$ cat src/rtl/irq_ctrl_pkg.sv
// Package: bit positions of the interrupt control byte and sizes shared by
// the register, its helpers and its checker. Positions are fixed because the
// CPU software decodes them.
package irq_ctrl_pkg;
    localparam int REG_W     = 8;
    localparam int NUM_FLAGS = 3;
    localparam int NUM_EN    = 4;

    localparam int POS_GIE   = 7;   // master enable
    localparam int POS_ADIE  = 6;   // A/D enable
    localparam int POS_TIE   = 5;   // timer enable
    localparam int POS_XIE   = 4;   // external enable
    localparam int POS_PIE   = 3;   // port-change enable
    localparam int POS_TF    = 2;   // timer flag
    localparam int POS_XF    = 1;   // external flag
    localparam int POS_PF    = 0;   // port-change flag

    localparam int EN_LSB    = POS_PIE;
    localparam int EN_MSB    = POS_ADIE;
endpackage

$ cat src/rtl/irq_addr_match.sv
// Module: irq_addr_match
// Decodes the register bus for one register that answers at two mirrored
// addresses. Assumes strobes are single-cycle qualified by the bus master.
module irq_addr_match #(
    parameter int             ADDR_W = 8,
    parameter logic [ADDR_W-1:0] BASE   = 8'h0B,
    parameter logic [ADDR_W-1:0] MIRROR = 8'h8B
) (
    input  logic [ADDR_W-1:0] addr,
    input  logic              wr,
    input  logic              rd,
    output logic              wr_hit,
    output logic              rd_hit
);
    logic sel;

    // Address match at either mirrored location
    always_comb begin
        sel    = (addr == BASE) || (addr == MIRROR);
        wr_hit = wr && sel;
        rd_hit = rd && sel;
    end
endmodule

$ cat src/rtl/irq_port_watch.sv
// Module: irq_port_watch
// Holds a snapshot of the watched port pins and flags any difference from it.
// The snapshot is loaded at reset and whenever the port data register is
// read. Assumes pins are already synchronised to clk.
module irq_port_watch #(
    parameter int W = 4
) (
    input  logic         clk,
    input  logic         rst_n,
    input  logic [W-1:0] pins,
    input  logic         rd_strobe,
    output logic         change
);
    logic [W-1:0] snap_q;

    // Snapshot register: loaded on reset and on each port read
    always_ff @(posedge clk) begin
        if (!rst_n || rd_strobe) begin
            snap_q <= pins;
        end
    end

    // Mismatch against the snapshot held before this edge
    always_comb begin
        change = |(pins ^ snap_q);
    end
endmodule

$ cat src/rtl/irq_flag_cell.sv
// Module: irq_flag_cell
// One sticky event flag. A hardware set wins over a software write in the
// same cycle; otherwise a write loads the written bit. Never self-clears.
module irq_flag_cell (
    input  logic clk,
    input  logic rst_n,
    input  logic set_i,
    input  logic wr_i,
    input  logic wdata_i,
    output logic q_o
);
    // Flag state: reset, hardware set, software load, else hold
    always_ff @(posedge clk) begin
        if (!rst_n) begin
            q_o <= 1'b0;
        end else if (set_i) begin
            q_o <= 1'b1;
        end else if (wr_i) begin
            q_o <= wdata_i;
        end
    end
endmodule

$ cat src/rtl/irq_ctrl_reg.sv
// Module: irq_ctrl_reg
// Interrupt control byte: master enable, four source enables, three sticky
// flags, port-change detection and the interrupt request. Assumes all inputs
// are synchronous to clk and event inputs are one-cycle pulses.
module irq_ctrl_reg
    import irq_ctrl_pkg::*;
#(
    parameter int          ADDR_W = 8,
    parameter logic [ADDR_W-1:0] BASE   = 8'h0B,
    parameter logic [ADDR_W-1:0] MIRROR = 8'h8B,
    parameter int          PORT_W = 4
) (
    input  logic              clk,
    input  logic              rst_n,
    input  logic [ADDR_W-1:0] bus_addr,
    input  logic              bus_wr,
    input  logic              bus_rd,
    input  logic [REG_W-1:0]  bus_wdata,
    output logic [REG_W-1:0]  bus_rdata,
    input  logic              port_data_rd,
    input  logic [PORT_W-1:0] port_hi_pins,
    input  logic              tmr_ovf,
    input  logic              ext_evt,
    input  logic              adc_done,
    input  logic              irq_accept,
    input  logic              irq_return,
    output logic              irq_req
);
    logic                 wr_hit;
    logic                 rd_hit;
    logic                 port_change;
    logic [NUM_FLAGS-1:0] flag_set;
    logic [NUM_FLAGS-1:0] flag_q;
    logic [NUM_EN-1:0]    en_q;
    logic                 gie_q;
    logic [REG_W-1:0]     ctrl_q;

    irq_addr_match #(
        .ADDR_W (ADDR_W),
        .BASE   (BASE),
        .MIRROR (MIRROR)
    ) u_match (
        .addr   (bus_addr),
        .wr     (bus_wr),
        .rd     (bus_rd),
        .wr_hit (wr_hit),
        .rd_hit (rd_hit)
    );

    irq_port_watch #(
        .W (PORT_W)
    ) u_watch (
        .clk       (clk),
        .rst_n     (rst_n),
        .pins      (port_hi_pins),
        .rd_strobe (port_data_rd),
        .change    (port_change)
    );

    // Set sources in flag-position order
    always_comb begin
        flag_set         = '0;
        flag_set[POS_TF] = tmr_ovf;
        flag_set[POS_XF] = ext_evt;
        flag_set[POS_PF] = port_change;
    end

    for (genvar i = 0; i < NUM_FLAGS; i++) begin : g_flag
        irq_flag_cell u_flag (
            .clk     (clk),
            .rst_n   (rst_n),
            .set_i   (flag_set[i]),
            .wr_i    (wr_hit),
            .wdata_i (bus_wdata[i]),
            .q_o     (flag_q[i])
        );
    end

    // Source enables: plain software-written bits
    always_ff @(posedge clk) begin
        if (!rst_n) begin
            en_q <= '0;
        end else if (wr_hit) begin
            en_q <= bus_wdata[EN_MSB:EN_LSB];
        end
    end

    // Master enable: accept beats return beats software write
    always_ff @(posedge clk) begin
        if (!rst_n) begin
            gie_q <= 1'b0;
        end else if (irq_accept) begin
            gie_q <= 1'b0;
        end else if (irq_return) begin
            gie_q <= 1'b1;
        end else if (wr_hit) begin
            gie_q <= bus_wdata[POS_GIE];
        end
    end

    // Assemble the architectural byte
    always_comb begin
        ctrl_q = {gie_q, en_q, flag_q};
    end

    // Read mux: zero unless this register is selected
    always_comb begin
        bus_rdata = rd_hit ? ctrl_q : '0;
    end

    // Request: master enable over the OR of enabled sources
    always_comb begin
        irq_req = ctrl_q[POS_GIE] &&
                  ((ctrl_q[POS_TIE]  && ctrl_q[POS_TF]) ||
                   (ctrl_q[POS_XIE]  && ctrl_q[POS_XF]) ||
                   (ctrl_q[POS_PIE]  && ctrl_q[POS_PF]) ||
                   (ctrl_q[POS_ADIE] && adc_done));
    end
endmodule

$ cat config.mk
export PLATFORM = sky130hd
export DESIGN_NAME = irq_ctrl_reg
export DESIGN_NICKNAME = d
export VERILOG_FILES = /design/src/rtl/irq_ctrl_pkg.sv /design/src/rtl/irq_addr_match.sv /design/src/rtl/irq_port_watch.sv /design/src/rtl/irq_flag_cell.sv /design/src/rtl/irq_ctrl_reg.sv
export SDC_FILE = /design/constraint.sdc
export NUM_CORES = 1
export LEC_CHECK = 0
export CAP_MARGIN = 15
export CORE_MARGIN = 2
export CORE_UTILIZATION = 37
export CTS_BUF_LIST = sky130_fd_sc_hd__clkbuf_16
export DETAILED_ROUTE_END_ITERATION = 16
export GPL_ROUTABILITY_DRIVEN = 0
export PLACE_DENSITY = 0.82
export SLEW_MARGIN = 20
export SYNTH_ARGS = -nofsm -noshare
export SYNTH_HDL_FRONTEND = slang
export SYNTH_HIERARCHICAL = 1
export SYNTH_SLANG_ARGS = --single-unit
$ cat constraint.sdc
create_clock -name clk -period 3.42 [get_ports clk]
set_input_delay 0.684 -clock clk [delete_from_list [all_inputs] [get_ports clk]]
set_output_delay 0.684 -clock clk [all_outputs]
set_load 0.02 [all_outputs]
## Yosys cells after proc, flatten, opt, wreduce, memory -nomap -nowiden

Cells that the tools add are included.

- Input bits: 30
- Register bits: 12
- Output and inout port bits: 9
- Logic and storage cells: 38

- Reduce and logical (&&, ||, !) cells: 19
- Equality and inequality tests: 2
- Multiplexer cells: 9
- Bitwise logic cells: 2

Operators by type and width:

| cell | count |
|---|---|
| == test 8 x 4 -> 1 bit (second input constant) | 1 |
| == test 8 bit (second input constant) | 1 |
| two-way mux 1 bit | 8 |
| two-way mux 8 bit | 1 |
| nonzero test 2 bit | 4 |
| logical AND 1 bit | 7 |
| logical OR 1 bit | 5 |
| OR reduction 4 bit | 1 |
| XOR 4 bit | 1 |
| OR reduction 2 bit | 1 |
| logical NOT 1 bit | 1 |
| NOT 1 bit | 1 |

## Longest topological paths before layout

Gate-level depths: netlist of run 1.

- Word-level depth: 5
- Gate-level depth with buffers: 5
- Mapped depth without buffers: 4

## Cells and area by module

Netlist of run 1, hierarchy kept.

Modules (own cells, without submodules):

| module | sequential area each (µm²) | area each (µm²) | cells an instance | instances |
|---|---|---|---|---|
| irq_ctrl_reg | 100.1 | 275.3 | 29 | 1 |
| irq_port_watch | 120.1 | 167.7 | 10 | 1 |
| irq_flag_cell | 20.0 | 38.8 | 3 | 3 |
| irq_addr_match | 0.0 | 33.8 | 6 | 1 |

## Least setup slack after synthesis of run 1

No wires, ideal clock.

- Path kind: in2out
- Start: in bus_addr[4]
- End: out bus_rdata[0]
- Stages on the path: 3
- Path slack: 0.705 ns
- Arrival: 2.031 ns
- Data required time: 2.736 ns
- Cells stage by stage: or4b_1 -> nor4_1 -> and2_1

- Word-level cells in the longest chain between the ends: 4
- Elaborated cells on any way between the ends: 5
- Those cells by class: eq/ne (2); mux (1); reduce/logical (2)

Ends and longest elaborated chain:

| what | line | source |
|---|---|---|
| start: declaration | irq_ctrl_reg.sv:15 | `input logic [ADDR_W-1:0] bus_addr,` |
| == test 8 x 4 -> 1 bit / == test 8 bit (equally long branches) | irq_addr_match.sv:19 | `sel = (addr == BASE) \|\| (addr == MIRROR);` |
| logical OR 1 bit * | irq_addr_match.sv:19 |  |
| logical AND 1 bit * | irq_addr_match.sv:21 | `rd_hit = rd && sel;` |
| named net rd_hit | irq_ctrl_reg.sv:30 | `logic rd_hit;` |
| two-way mux 8 bit * | irq_ctrl_reg.sv:108 | `bus_rdata = rd_hit ? ctrl_q : '0;` |
| end: declaration | irq_ctrl_reg.sv:19 | `output logic [REG_W-1:0] bus_rdata,` |

The timed path passes the listed nets; every way through them passes the cells marked *.

## Worst setup path after layout of run 1

Ends and elaborated chain as after synthesis.

==> results.md, run 1 <==
Synth:
- Sequential elements use 47.3% of the synthesized area.
- A synthesized cell averages ~11 um^2.
- For this run, the number of Yosys warnings is 6.
- The synthesized instance count is 54.
- In the synthesized netlist the async set-or-reset flop fraction comes to 0%.
- The synthesized design contains 4 enable-type register cells.
- Sorting the synthesized cells by area gives the leading types as sky130_fd_sc_hd__dfxtp_1 27%, sky130_fd_sc_hd__edfxtp_1 20%, sky130_fd_sc_hd__and2_1 8.4%.
- The share of synthesized area in the top cell type comes to 27.0%.
- The count of state elements after synthesis is 12.
- The cell type with the highest aggregate area in the netlist is sky130_fd_sc_hd__dfxtp_1.
- The commonest cells after synthesis are 8 x sky130_fd_sc_hd__and2_1, 8 x sky130_fd_sc_hd__dfxtp_1, 5 x sky130_fd_sc_hd__mux2i_1.
- The top flip-flop cell by instance count after synthesis is sky130_fd_sc_hd__dfxtp_1.
- When the netlist entered floorplanning its net count stood at 84.
- The total standard cell area after synthesis is 593 um^2.
- After synthesis, the netlist uses 19 different library cells.

Clocking:
- The H-tree depth is 1.
- The number of buffers between clock root and the deepest sink is 2.
- The total number of clock tree sinks is 12.
- The number of clock buffers inserted by TritonCTS is 3.
- The clock tree root driver cell is sky130_fd_sc_hd__clkbuf_16.
- In this run the post-CTS setup repair buffer count came out at 0.
- The insertion delay of the later-clocked pin in the worst-skew pair is 240 ps.
- The clock slew at the register clock pins of the worst setup and hold paths is approximately 40 ps.
- TritonCTS built the clock tree.

Placed design:
- Summed over all nets, the half-perimeter wirelength after detailed placement is 1.15 mm.
- Timing analysis after detailed placement gives a worst setup slack of -102 ps.
- The count of port buffers added during placement is 37.
- Including well taps, the total number of placed cells is 108.

GRT:
- The global-route wire length before repair is 2.26 mm.
- The met3 track utilization from global routing is about 7%.
- Global routing consumed, on the met2 layer, 30.6% of the routing resources.
- The number of global-route vias before repair is 549.
- The initial antenna violation count is 0.
- The global routing stage identified its most utilized layer as met2.
- Global routing used 15.7% of the available met1 tracks.
- The total global-route track usage is 16.8%.
- The largest net degree at the start of global routing is 10.
- The global-route congestion overflow total is 0.

Cells and area:
- The multi-input combinational cells in the finished layout cover a total of 297 um^2.
- The post-route non-filler standard cell count is 112.
- The signed area change from the synthesized netlist to the final layout is 79.1%.
- The number of fill cells in the layout is 128.
- Of the cells placed in the final design, the portion with a size suffix greater than 1 is 6.25%.
- Summing all flip-flop and latch instances after layout gives 280 um^2.
- For this run, the post-layout net count is 127.
- The number of antenna diodes in the final layout is 0.
- Once layout is complete, the utilization of the core stands at 70.5%.

Setup path:
- The critical path capture point type is a primary output.
- The worst-path maximum fanout is 8.
- STA classifies the critical path startpoint as a primary input.
- STA puts the critical path data required time at ~2700 ps.
- The timing startpoint of the critical path is bus_addr[4].
- The critical path arrival is 2560 ps.
- The kind of critical path is in -> out.
- The reg-to-reg startpoint is u_watch/snap_q[1].

Detailed routing:
- The wire length reported by the detailed router is 1.46 mm.
- The first routing iteration left 5 violations.
- The total number of vias is 552.
- The count of nets left with antenna violations once routing finished came out at 0.
- The via density per instance is 4.93.
- The detailed-router iteration count before antenna repair is 4.
- The post-route DRC violation count is 0.
- Dividing the detail-routed wire length by the instance count gives 13.1 um.

STA:
- The worst pin sits at a relative slew slack of 81.6%.
- The total count of hold-check failures in the final report is 0.
- In the post-route analysis, the smallest setup slack over all paths is 174 ps.
- The count of final max-slew check failures is 0.
- The shortest period the worst path allows is 3250 ps.
- The maximum achievable frequency is 308 MHz.
- Setup repair after global routing left no endpoint under its margin.
- Of the available clock period, the critical path in the final layout requires 94.9%.
- The clock tree skew after final layout is 0.447 ps.
- Setup violations remaining at the end of the flow were counted as 0.
- For the pin with the worst max-slew slack, the measured transition is 275 ps.

Floorplan:
- The chip width is 44.0 um.
- Pin placement for this block handled 39 I/O pins.
- The floorplan step set the die height to 44.0 um.
- The area enclosed by the die boundary is 0.00194 mm^2.
- The initial cell density of the core is 39.4%.
- The number of placement rows is 14.
- In this run the standard cell core region covers 0.00151 mm^2.

Min path:
- The beginning of the worst hold path is en_q[3].
- The path class of the tightest hold or removal check is reg -> reg.

Run:
- The total of max-cap violations is 0.

Power and ir drop:
- The total power divided by cell area is 398 mW/mm^2.
- The worst-case vdd ir drop is 0.000402 V.
- The analysis attributes to cell leakage a power of 0.431 nW.

Run status:
- The run finished with clean final reports.
-- through the flow --
step | setup TNS [ps] | hold slack, ps | power (mW) | area, um^2
after floorplan | 0 | 497 | 0.176 | 593
after global placement | -523 | 519 | 0.212 | 993
after detailed placement | -704 | 532 | 0.214 | 993
after CTS | 0 | 538 | 0.425 | 1060
after global routing | 0 | 569 | 0.435 | 1060
final | 0 | 533 | 0.423 | 1060
-- layer usage --
layer / wire [um] / up-vias / part of all wire [%]
met5: 0 / - / 0
met4: 29 / 0 / 2.0
met3: 192 / 5 / 13
met2: 721 / 30 / 49
met1: 520 / 244 / 36
li1: - / 273 / -
-- power by group --
| group | internal [mW] | leakage [nW] | switching (mW) |
|---|---|---|---|
| combinational | 0.0379 | 0.282 | 0.0134 |
| sequential | 0.156 | 0.106 | 0.00392 |
| clock | 0.153 | 0.0423 | 0.0579 |
-- worst paths after layout --
kind | depth (start not counted) | endpoint | slack (ps)
max | 6 | bus_rdata[0] | 170
min | 2 | en_q[3] | 530
max reg2reg | 3 | g_flag[0].u_flag/q_o | 2410
min reg2reg | 2 | en_q[3] | 530
-- sequential cells by signal, indices dropped and copies added, names as in the netlist --
register and flops:
gie_q 1, en_q 4, g_flag.u_flag/q_o 3, u_watch/snap_q 4
-- worst max-delay path: stages --
cell                              delay [ps]
sky130_fd_sc_hd__clkdlybuf4s50_1         400
sky130_fd_sc_hd__or4b_1                  570
sky130_fd_sc_hd__nor4_1                  250
sky130_fd_sc_hd__buf_4                   190
sky130_fd_sc_hd__and2_1                  120
sky130_fd_sc_hd__dlygate4sd2_1           350
-- cells by family (layout without fill, tap and decap cells) --
logic type	count (synthesis)	in the layout	synth area share (%)
buffers and inverters	4	46	3.80
AO/OA/AOI/OAI	7	7	8.44
multiplexers	8	8	14.1
AND/OR/NAND/NOR	19	19	20.5
XOR/XNOR	4	4	5.91
flip-flops	12	12	47.3
-- cell usage in the layout, fill, tap and decap left out --
master,n
sky130_fd_sc_hd__dfxtp_1,8
sky130_fd_sc_hd__inv_1,4
sky130_fd_sc_hd__clkdlybuf4s50_1,29
sky130_fd_sc_hd__or2b_1,1
sky130_fd_sc_hd__and2_1,8
sky130_fd_sc_hd__a22oi_1,2
sky130_fd_sc_hd__nor4_1,1
sky130_fd_sc_hd__nand2b_1,1
sky130_fd_sc_hd__clkbuf_16,3
sky130_fd_sc_hd__nand2_1,1
sky130_fd_sc_hd__edfxtp_1,4
sky130_fd_sc_hd__dlygate4sd2_1,8
sky130_fd_sc_hd__or4b_1,1
sky130_fd_sc_hd__mux2_1,3
sky130_fd_sc_hd__buf_4,2
sky130_fd_sc_hd__nor2b_1,4
sky130_fd_sc_hd__nand4_1,1
sky130_fd_sc_hd__mux2i_1,5
sky130_fd_sc_hd__xnor2_1,4
sky130_fd_sc_hd__a21boi_0,1
sky130_fd_sc_hd__nor4_2,1
sky130_fd_sc_hd__a21oi_1,1
sky130_fd_sc_hd__o21a_1,3
-- what timing repair did --
action                                  4_1_cts  5_1_grt
hold buffers                                  0        0
gates resized for setup                       8        0
endpoints found under the setup margin        8        0
-- area by class of cell --
| cell class | instances | share of cell area [%] |
|---|---|---|
| timing repair buffer | 39 | 35.3 |
| multi-input combinational | 38 | 27.9 |
| sequential | 12 | 26.4 |
| clock buffer | 3 | 7.07 |
| tap | 16 | 1.88 |
| inverter | 3 | 1.06 |
| clock inverter | 1 | 0.353 |
Power figures use the tool's default switching activity.
==> inputs of run 2 (changes only) <==
--- a/config.mk
+++ b/config.mk
@@ -6,12 +6,12 @@
 export NUM_CORES = 1
 export LEC_CHECK = 0
 export CAP_MARGIN = 15
-export CORE_MARGIN = 2
 export CORE_UTILIZATION = 37
 export CTS_BUF_LIST = sky130_fd_sc_hd__clkbuf_16
 export DETAILED_ROUTE_END_ITERATION = 16
 export GPL_ROUTABILITY_DRIVEN = 0
 export PLACE_DENSITY = 0.82
+export RECOVER_POWER = 25
 export SLEW_MARGIN = 20
 export SYNTH_ARGS = -nofsm -noshare
 export SYNTH_HDL_FRONTEND = slang
==> run 2 against run 1 <==
Compared with the run above:
- total power fell by 1.0%
- sequential share of layout area did not move
- combinational power fell by 3%
- worst setup slack improved by 17 ps
- worst hold slack improved by 0.79 ps
- maximum frequency rose by 0.52%
- largest cell class unchanged
- largest power group unchanged
==> results.md, run 2 (synthesis gave the netlist of run 1 again) <==
Run status:
- The run finished with clean final reports.

GRT:
- The initial antenna violation count is 0.
- In the global route stage, overall resource usage came out at ~17%.
- After global routing the overflow that remains totals 0.
- Entering global routing, the biggest net connects 10 pins.
- The number of global-route vias before repair is 554.
- The first global-routing pass estimated 2.33 mm of wire.

Cells and area:
- The post-route non-filler standard cell count is ~110.
- The area growth from synthesis to layout is 79.1%.
- The repair_antennas step left the layout with diodes totalling 0.
- The library cells used most frequently in the layout, excluding fill and tap cells, are 24 x sky130_fd_sc_hd__clkdlybuf4s50_1, 8 x sky130_fd_sc_hd__and2_1, 8 x sky130_fd_sc_hd__dfxtp_1, 8 x sky130_fd_sc_hd__dlygate4sd2_1.
- The library cell used most frequently in the layout, excluding fill and tap cells, is sky130_fd_sc_hd__clkdlybuf4s50_1.
- The largest registers in the layout are en_q (4), u_watch/snap_q (4), g_flag.u_flag/q_o (3).
- Cells with a size suffix above 1 make up 6.25% of the layout.
- The net count reported at finish is 127.

Setup path:
- The critical path arrival is about 2600 ps.
- In this run the critical register-to-register path is launched from u_watch/snap_q[3].
- The slowest stage of the critical path is the sky130_fd_sc_hd__or4b_1 cell.
- In this design, the stage delay of the slowest critical-path cell is 550 ps.
- The critical path capture point type is a primary output.
- Along the worst path, the maximum fanout reaches 8.
- The flop-to-flop setup slack is 2450 ps.
- The nature of the critical path startpoint is a primary input.
- The worst register-to-register path ends at g_flag[0].u_flag/q_o.
- The data required time of the worst path is 2740 ps.
- The sum of buffers and inverters on the critical path is 3.
- The signal on the critical path passes through clkdlybuf4s50_1, or4b_1, nor4_1, buf_4, and2_1, dlygate4sd2_1.
- The kind of critical path is in -> out.
- The gate family responsible for the most delay along the worst path is simple AND/OR/NAND/NOR gates.
- The worst register-to-register path has a depth of 3.

Clocking:
- The number of buffers between clock root and the deepest sink is 2.
- The clock tree root driver cell is sky130_fd_sc_hd__clkbuf_16.
- The clock net in this run drives a total of 12 sinks.
- The H-tree depth is 1.
- The number of setup buffers added after CTS is 0.
- For this design, the CTS-stage hold fixing added 0 buffers.
- TritonCTS built the clock tree.
- The number of instances resized during post-cts repair is 8.
- The number of clock buffers inserted by TritonCTS is 3.
- Clock-pin slew was measured on the worst setup and hold paths at 40 ps.
- The insertion delay of the later-clocked pin in the worst-skew pair is around 230 ps.

Detailed routing:
- The detailed-router iteration count before antenna repair is 4.
- Summing over every cut layer, the via total after detailed routing is around 540.
- The detail route stage leaves a number of antenna-violating nets equal to 0.
- The average wire per standard cell is 12.3 um.
- After the first detailed-routing iteration, the DRC count stood at 2.
- In the routed layout, each cell is associated on average with a via count of 4.83.
- For this run, design rule violations remaining after detail routing come to 0.
- The wire length reported by the detailed router is around 1.4 mm.

Power and ir drop:
- The total power divided by cell area is 394 mW/mm^2.
- The analysis attributes to cell leakage a power of around 0.43 nW.
- The worst-case vdd ir drop is 0.000458 V.

STA:
- The total count of hold-check failures in the final report came to 0.
- For the finished layout, the period the worst path requires is 3230 ps.
- Measured against its own limit, the worst slew margin works out to 81.3%.
- In the post-route analysis, the smallest setup slack over all paths is 191 ps.
- Setup violations remaining at the end of the flow were counted as 0.
- The maximum achievable frequency is around 310 MHz.
- The count of final max-slew check failures was 0.
- The ratio of final minimum period to clock period is 94.4%.
- The slew at the pin closest to its max-slew limit is 280 ps.
- Setup repair after global routing left no endpoint under its margin.
- Across the routed clock network, the largest skew measured is about 1.9 ps.

Floorplan:
- The number of placement rows is 14.
- The I/O pin count is 39.
- The die is 42.0 um wide.
- The core region is 0.00151 mm^2.
- The area enclosed by the die boundary is 0.00177 mm^2.
- The die outline height is 42.0 um.
- The initial cell density of the core is 39.4%.

Placed design:
- Input and output buffers added on the ports amount to 37.
- The number of cells after detailed placement is 108.
- At the placement stage, the worst setup path has a slack of -83.3 ps.
- The HPWL after detailed placement is 1.05 mm.

Run:
- The total of max-cap violations is 0.

Min path:
- In this run the worst hold path is classified as reg -> reg.
- The cell count of the worst hold path is 2.
- The beginning of the worst hold path is en_q[3].
- For hold timing, the worst endpoint is en_q[3].
-- run 2: changes by cell type in the layout (fill, tap and decap cells not counted), sizes merged --
cell	delta
clkdlybuf4s50	-5
dlygate4sd3	+5
clkinv	+1
inv	-1
-- run 2: per-layer routing --
layer | vias up | part of all wire [%] | GRT usage (%)
met5 | - | 0 | 0
met4 | 0 | 0 | 7.50
met3 | 0 | 10 | 6.47
met2 | 28 | 50 | 29.4
met1 | 240 | 40 | 19.8
li1 | 273 | - | -
-- run 2: report_power, final --
| group | internal [mW] | switching [mW] | total (mW) |
|---|---|---|---|
| Combinational | 0.0367 | 0.0130 | 0.0497 |
| Clock | 0.153 | 0.0552 | 0.209 |
| Sequential | 0.156 | 0.00401 | 0.160 |
| Total | 0.346 | 0.0722 | 0.418 |
-- run 2: layout make-up --
cell class,instances,area [um^2]
clock inverter,1,3.75
clock buffer,3,75.1
inverter,3,11.3
fill,125,444
tap,16,20.0
timing repair buffer,39,375
multi-input combinational,38,297
sequential,12,280
-- run 2: tightest hold or removal path, cell delays in order, from the launching register on --
cell and delay (ps):
sky130_fd_sc_hd__dfxtp_1 310, sky130_fd_sc_hd__mux2i_1 120, sky130_fd_sc_hd__nor2b_1 50
-- run 2: stage by stage --
stage	power (mW)	hold WS [ps]	utilization (%)	TNS (ps)	area, um^2
2_1_floorplan	0.176	497	-	0	593
3_3_place_gp	0.212	518	65.9	-582	993
3_5_place_dp	0.213	531	65.9	-590	993
4_1_cts	0.425	536	70.5	0	1060
5_1_grt	0.435	562	70.5	0	1060
6_report	0.418	534	70.5	0	1060
-- run 2: worst max path at each step --
stage                   endpoint   startpoint  cells past startpoint
finish              bus_rdata[6]  bus_addr[6]                      6
global placement    bus_rdata[3]  bus_addr[4]                      6
detailed placement  bus_rdata[0]  bus_addr[4]                      6
floorplan           bus_rdata[0]  bus_addr[4]                      3
global route        bus_rdata[0]  bus_addr[4]                      6
CTS                 bus_rdata[6]  bus_addr[6]                      6
==> inputs of run 3 (changes only) <==
--- a/config.mk
+++ b/config.mk
@@ -6,11 +6,12 @@
 export NUM_CORES = 1
 export LEC_CHECK = 0
 export CAP_MARGIN = 15
-export CORE_UTILIZATION = 37
+export CORE_MARGIN = 2
+export CORE_UTILIZATION = 31
 export CTS_BUF_LIST = sky130_fd_sc_hd__clkbuf_16
 export DETAILED_ROUTE_END_ITERATION = 16
 export GPL_ROUTABILITY_DRIVEN = 0
-export PLACE_DENSITY = 0.82
+export PLACE_DENSITY = 0.74
 export RECOVER_POWER = 25
 export SLEW_MARGIN = 20
 export SYNTH_ARGS = -nofsm -noshare
==> constraint.sdc (replaced) <==
create_clock -name clk -period 2.93 [get_ports clk]
set_input_delay 0.586 -clock clk [delete_from_list [all_inputs] [get_ports clk]]
set_output_delay 0.586 -clock clk [all_outputs]
set_load 0.02 [all_outputs]
==> run 3 against run 2 <==
Compared with the run above:
- cell count increased by 8.9%
- first-iteration DRC count increased by 50%
- flip-flop and latch count unchanged
- sequential share of layout area about the same
- global-route usage decreased by 2.6 points
- worst setup slack got worse by 120 ps
- clock-buffer cell count unchanged
- sequential power increased by 17%
- clock skew decreased by 1.3 ps
- die area increased by 29%
- worst hold slack improved by 2.9 ps
- total power increased by 17%
- critical endpoint is now bus_rdata[3]
- largest cell class unchanged
- largest power group unchanged
==> results.md, run 3 (synthesis gave the netlist of run 1 again) <==
Clocking:
- Clock tree synthesis inserted a total of 3 buffers.
- The clock passes through at most 2 buffers.
- The clock tree root driver cell is sky130_fd_sc_hd__clkbuf_16.
- TritonCTS built the clock tree.
- The total number of clock tree sinks is 12.
- The clock slew at the register clock pins of the worst setup and hold paths is 40 ps.
- In this run the number of H-tree levels came out at 1.
- The later pin in the worst-skew pair is clocked with a latency of 230 ps.

Floorplan:
- The core region area is 0.00176 mm^2.
- The number of placement rows is 15.
- Pin placement for this block handled 39 I/O pins.
- The die outline height is around 48 um.
- The area enclosed by the die boundary is 0.00228 mm^2.
- The die is 47.7 um wide.
- The initial cell density of the core is 33.6%.

Power and ir drop:
- The internal power of the cells totals 0.405 mW.
- The total power divided by cell area is 463 mW/mm^2.
- The worst-case vdd ir drop is about 0.00029 V.
- The clock network fraction of total power is 49.8%.
- The relative contribution of combinational cells to total power is between 10% and 20%.
- Registers are responsible for 38.1% of the overall power.
- The total net switching power is 0.0861 mW.
- Net switching is 17.5% of the power.
- Summed over all cells, the static leakage comes to 0.417 nW.

Setup path:
- The slowest stage cell on the critical path is sky130_fd_sc_hd__or4b_4.
- The signal on the critical path passes through clkdlybuf4s50_1, or4b_4, nor4_2, buf_4, and2_1, buf_2.
- The critical path arrival is approximately 2300 ps.
- The data required time of the worst path is 2340 ps.
- In this run the worst path has a maximum fanout of 8.
- The maximum cell stage delay along the critical path is 530 ps.
- The worst setup path is launched from a primary input.
- The critical path capture point type is a primary output.
- The kind of critical path is in -> out.

Detailed routing:
- The via density per instance is ~4.5.
- After detailed routing, the number of remaining DRC violations is 0.
- The detailed router placed 543 vias in this run.
- For this block, the initial DRC count from the detailed router was 3.
- After detailed routing, the average wire length per cell comes to ~13 um.
- The count of nets left with antenna violations after detail routing is 0.
- The routed design has 1.55 mm of wire.
- For this run, the detailed router's first-pass iteration total came to 2.

Cells and area:
- Leaving out fill and tap cells, the most frequent cell in the layout is sky130_fd_sc_hd__clkdlybuf4s50_1.
- Summing all non-filler instances in the final layout gives an area of 0.00106 mm^2.
- Relative to the synthesized area, the layout overhead comes to 78.9%.
- Leaving out fill and tap cells, the most frequent cells in the layout are 24 x sky130_fd_sc_hd__clkdlybuf4s50_1, 8 x sky130_fd_sc_hd__and2_1, 8 x sky130_fd_sc_hd__dfxtp_1, 8 x sky130_fd_sc_hd__buf_2.
- The antenna diode count is 0.
- The fraction of layout cells with a size suffix above 1 is 17.5%.
- The share of the core filled with cells in the final layout is 60.1%.
- The largest registers in the layout are en_q (4), u_watch/snap_q (4), g_flag.u_flag/q_o (3).
- The net count reported at finish is ~130.

GRT:
- The first global-routing pass estimated 2.30 mm of wire.
- The largest net degree at the start of global routing is 10.
- The global-route congestion overflow total is 0.
- The total global-route track usage is 14.9%.
- The initial antenna violation count is 0.
- The number of global-route vias before repair was 576.

STA:
- For the finished layout, the period the worst path requires is 2860 ps.
- The slew at the pin closest to its max-slew limit is 308 ps.
- Setup violations remaining at the end of the flow were counted as 0.
- Setup repair after global routing left no endpoint under its margin.
- The worst slew margin relative to its limit is 79.4%.
- The total count of hold-check failures in the final report is 0.
- The final critical path takes up 97.6% of the cycle.
- Between clock sinks in the finished design, the worst skew comes to 0.597 ps.
- The tightest hold path in the finished design has a slack of roughly 540 ps.
- Static timing analysis puts the maximum clock frequency at 350 MHz.
- The count of final max-slew check failures is 0.

Min path:
- The worst hold-check path type is reg -> reg.

Run:
- The total of max-cap violations is 0.

Placed design:
- The HPWL after detailed placement is 1.22 mm.
- The post-place instance area is 0.00101 mm^2.
- Input and output buffers added on the ports amount to 37.

Run status:
- The flow ran to the end, and the final reports show no timing, DRC or antenna violations.
==> run 3: changes by cell type in the layout (fill, tap and decap cells not counted), sizes merged <==
cell | previous run | this run
buf | 2 | 11
inv | 3 | 4
dlygate4sd2 | 8 | 0
clkinv | 1 | 0
==> run 3: power groups by stage <==
stage	sequential [mW]	combinational (mW)	clock, mW
floorplan	0.188	0.0170	0
global placement	0.189	0.0587	0
detailed placement	0.190	0.0601	0
CTS	0.187	0.0615	0.250
global route	0.188	0.0645	0.259
finish	0.187	0.0595	0.244
==> run 3: worst paths after layout <==
kind	startpoint	end	slack [ps]	depth (start not counted)
min	en_q[1]	en_q[1]	540	2
max	bus_addr[6]	bus_rdata[3]	70	6
max reg2reg	u_watch/snap_q[3]	g_flag[0].u_flag/q_o	1970	3
min reg2reg	en_q[1]	en_q[1]	540	2
==> run 3: worst max-delay path, delay by kind of cell <==
family	cells	cell delay, ps
AND/OR/NAND/NOR	3	910
buffers and inverters	3	760
==> run 3: repair_timing <==
item,in CTS,in global routing
hold endpoints to repair,0,0
hold buffers,0,0
endpoints found under the setup margin,8,0
setup buffers,0,0
gates resized for setup,34,0
==> run 3: per-layer routing <==
layer	track usage [%]	wire length (um)
met5	0	0
met4	8.11	19
met3	2.26	132
met2	27.2	717
met1	16.2	675
==> run 3: area by class of cell <==
| type | count | area (um^2) |
|---|---|---|
| clock inverter | 1 | 3.75 |
| inverter | 3 | 11.3 |
| fill | 163 | 703 |
| clock buffer | 3 | 75.1 |
| tap | 25 | 31.3 |
| timing repair buffer | 40 | 353 |
| multi-input combinational | 38 | 307 |
| sequential | 12 | 280 |
==> run 3: stage by stage <==
stage | setup TNS (ps) | total power, mW | cells | setup WS (ps)
after floorplan | 0 | 0.205 | 54 | 411
after global placement | -2780 | 0.248 | 118 | -361
after detailed placement | -3030 | 0.250 | 118 | -395
after CTS | 0 | 0.499 | 122 | 42.0
after global routing | 0 | 0.511 | 122 | 11.2
final | 0 | 0.491 | 122 | 71.4
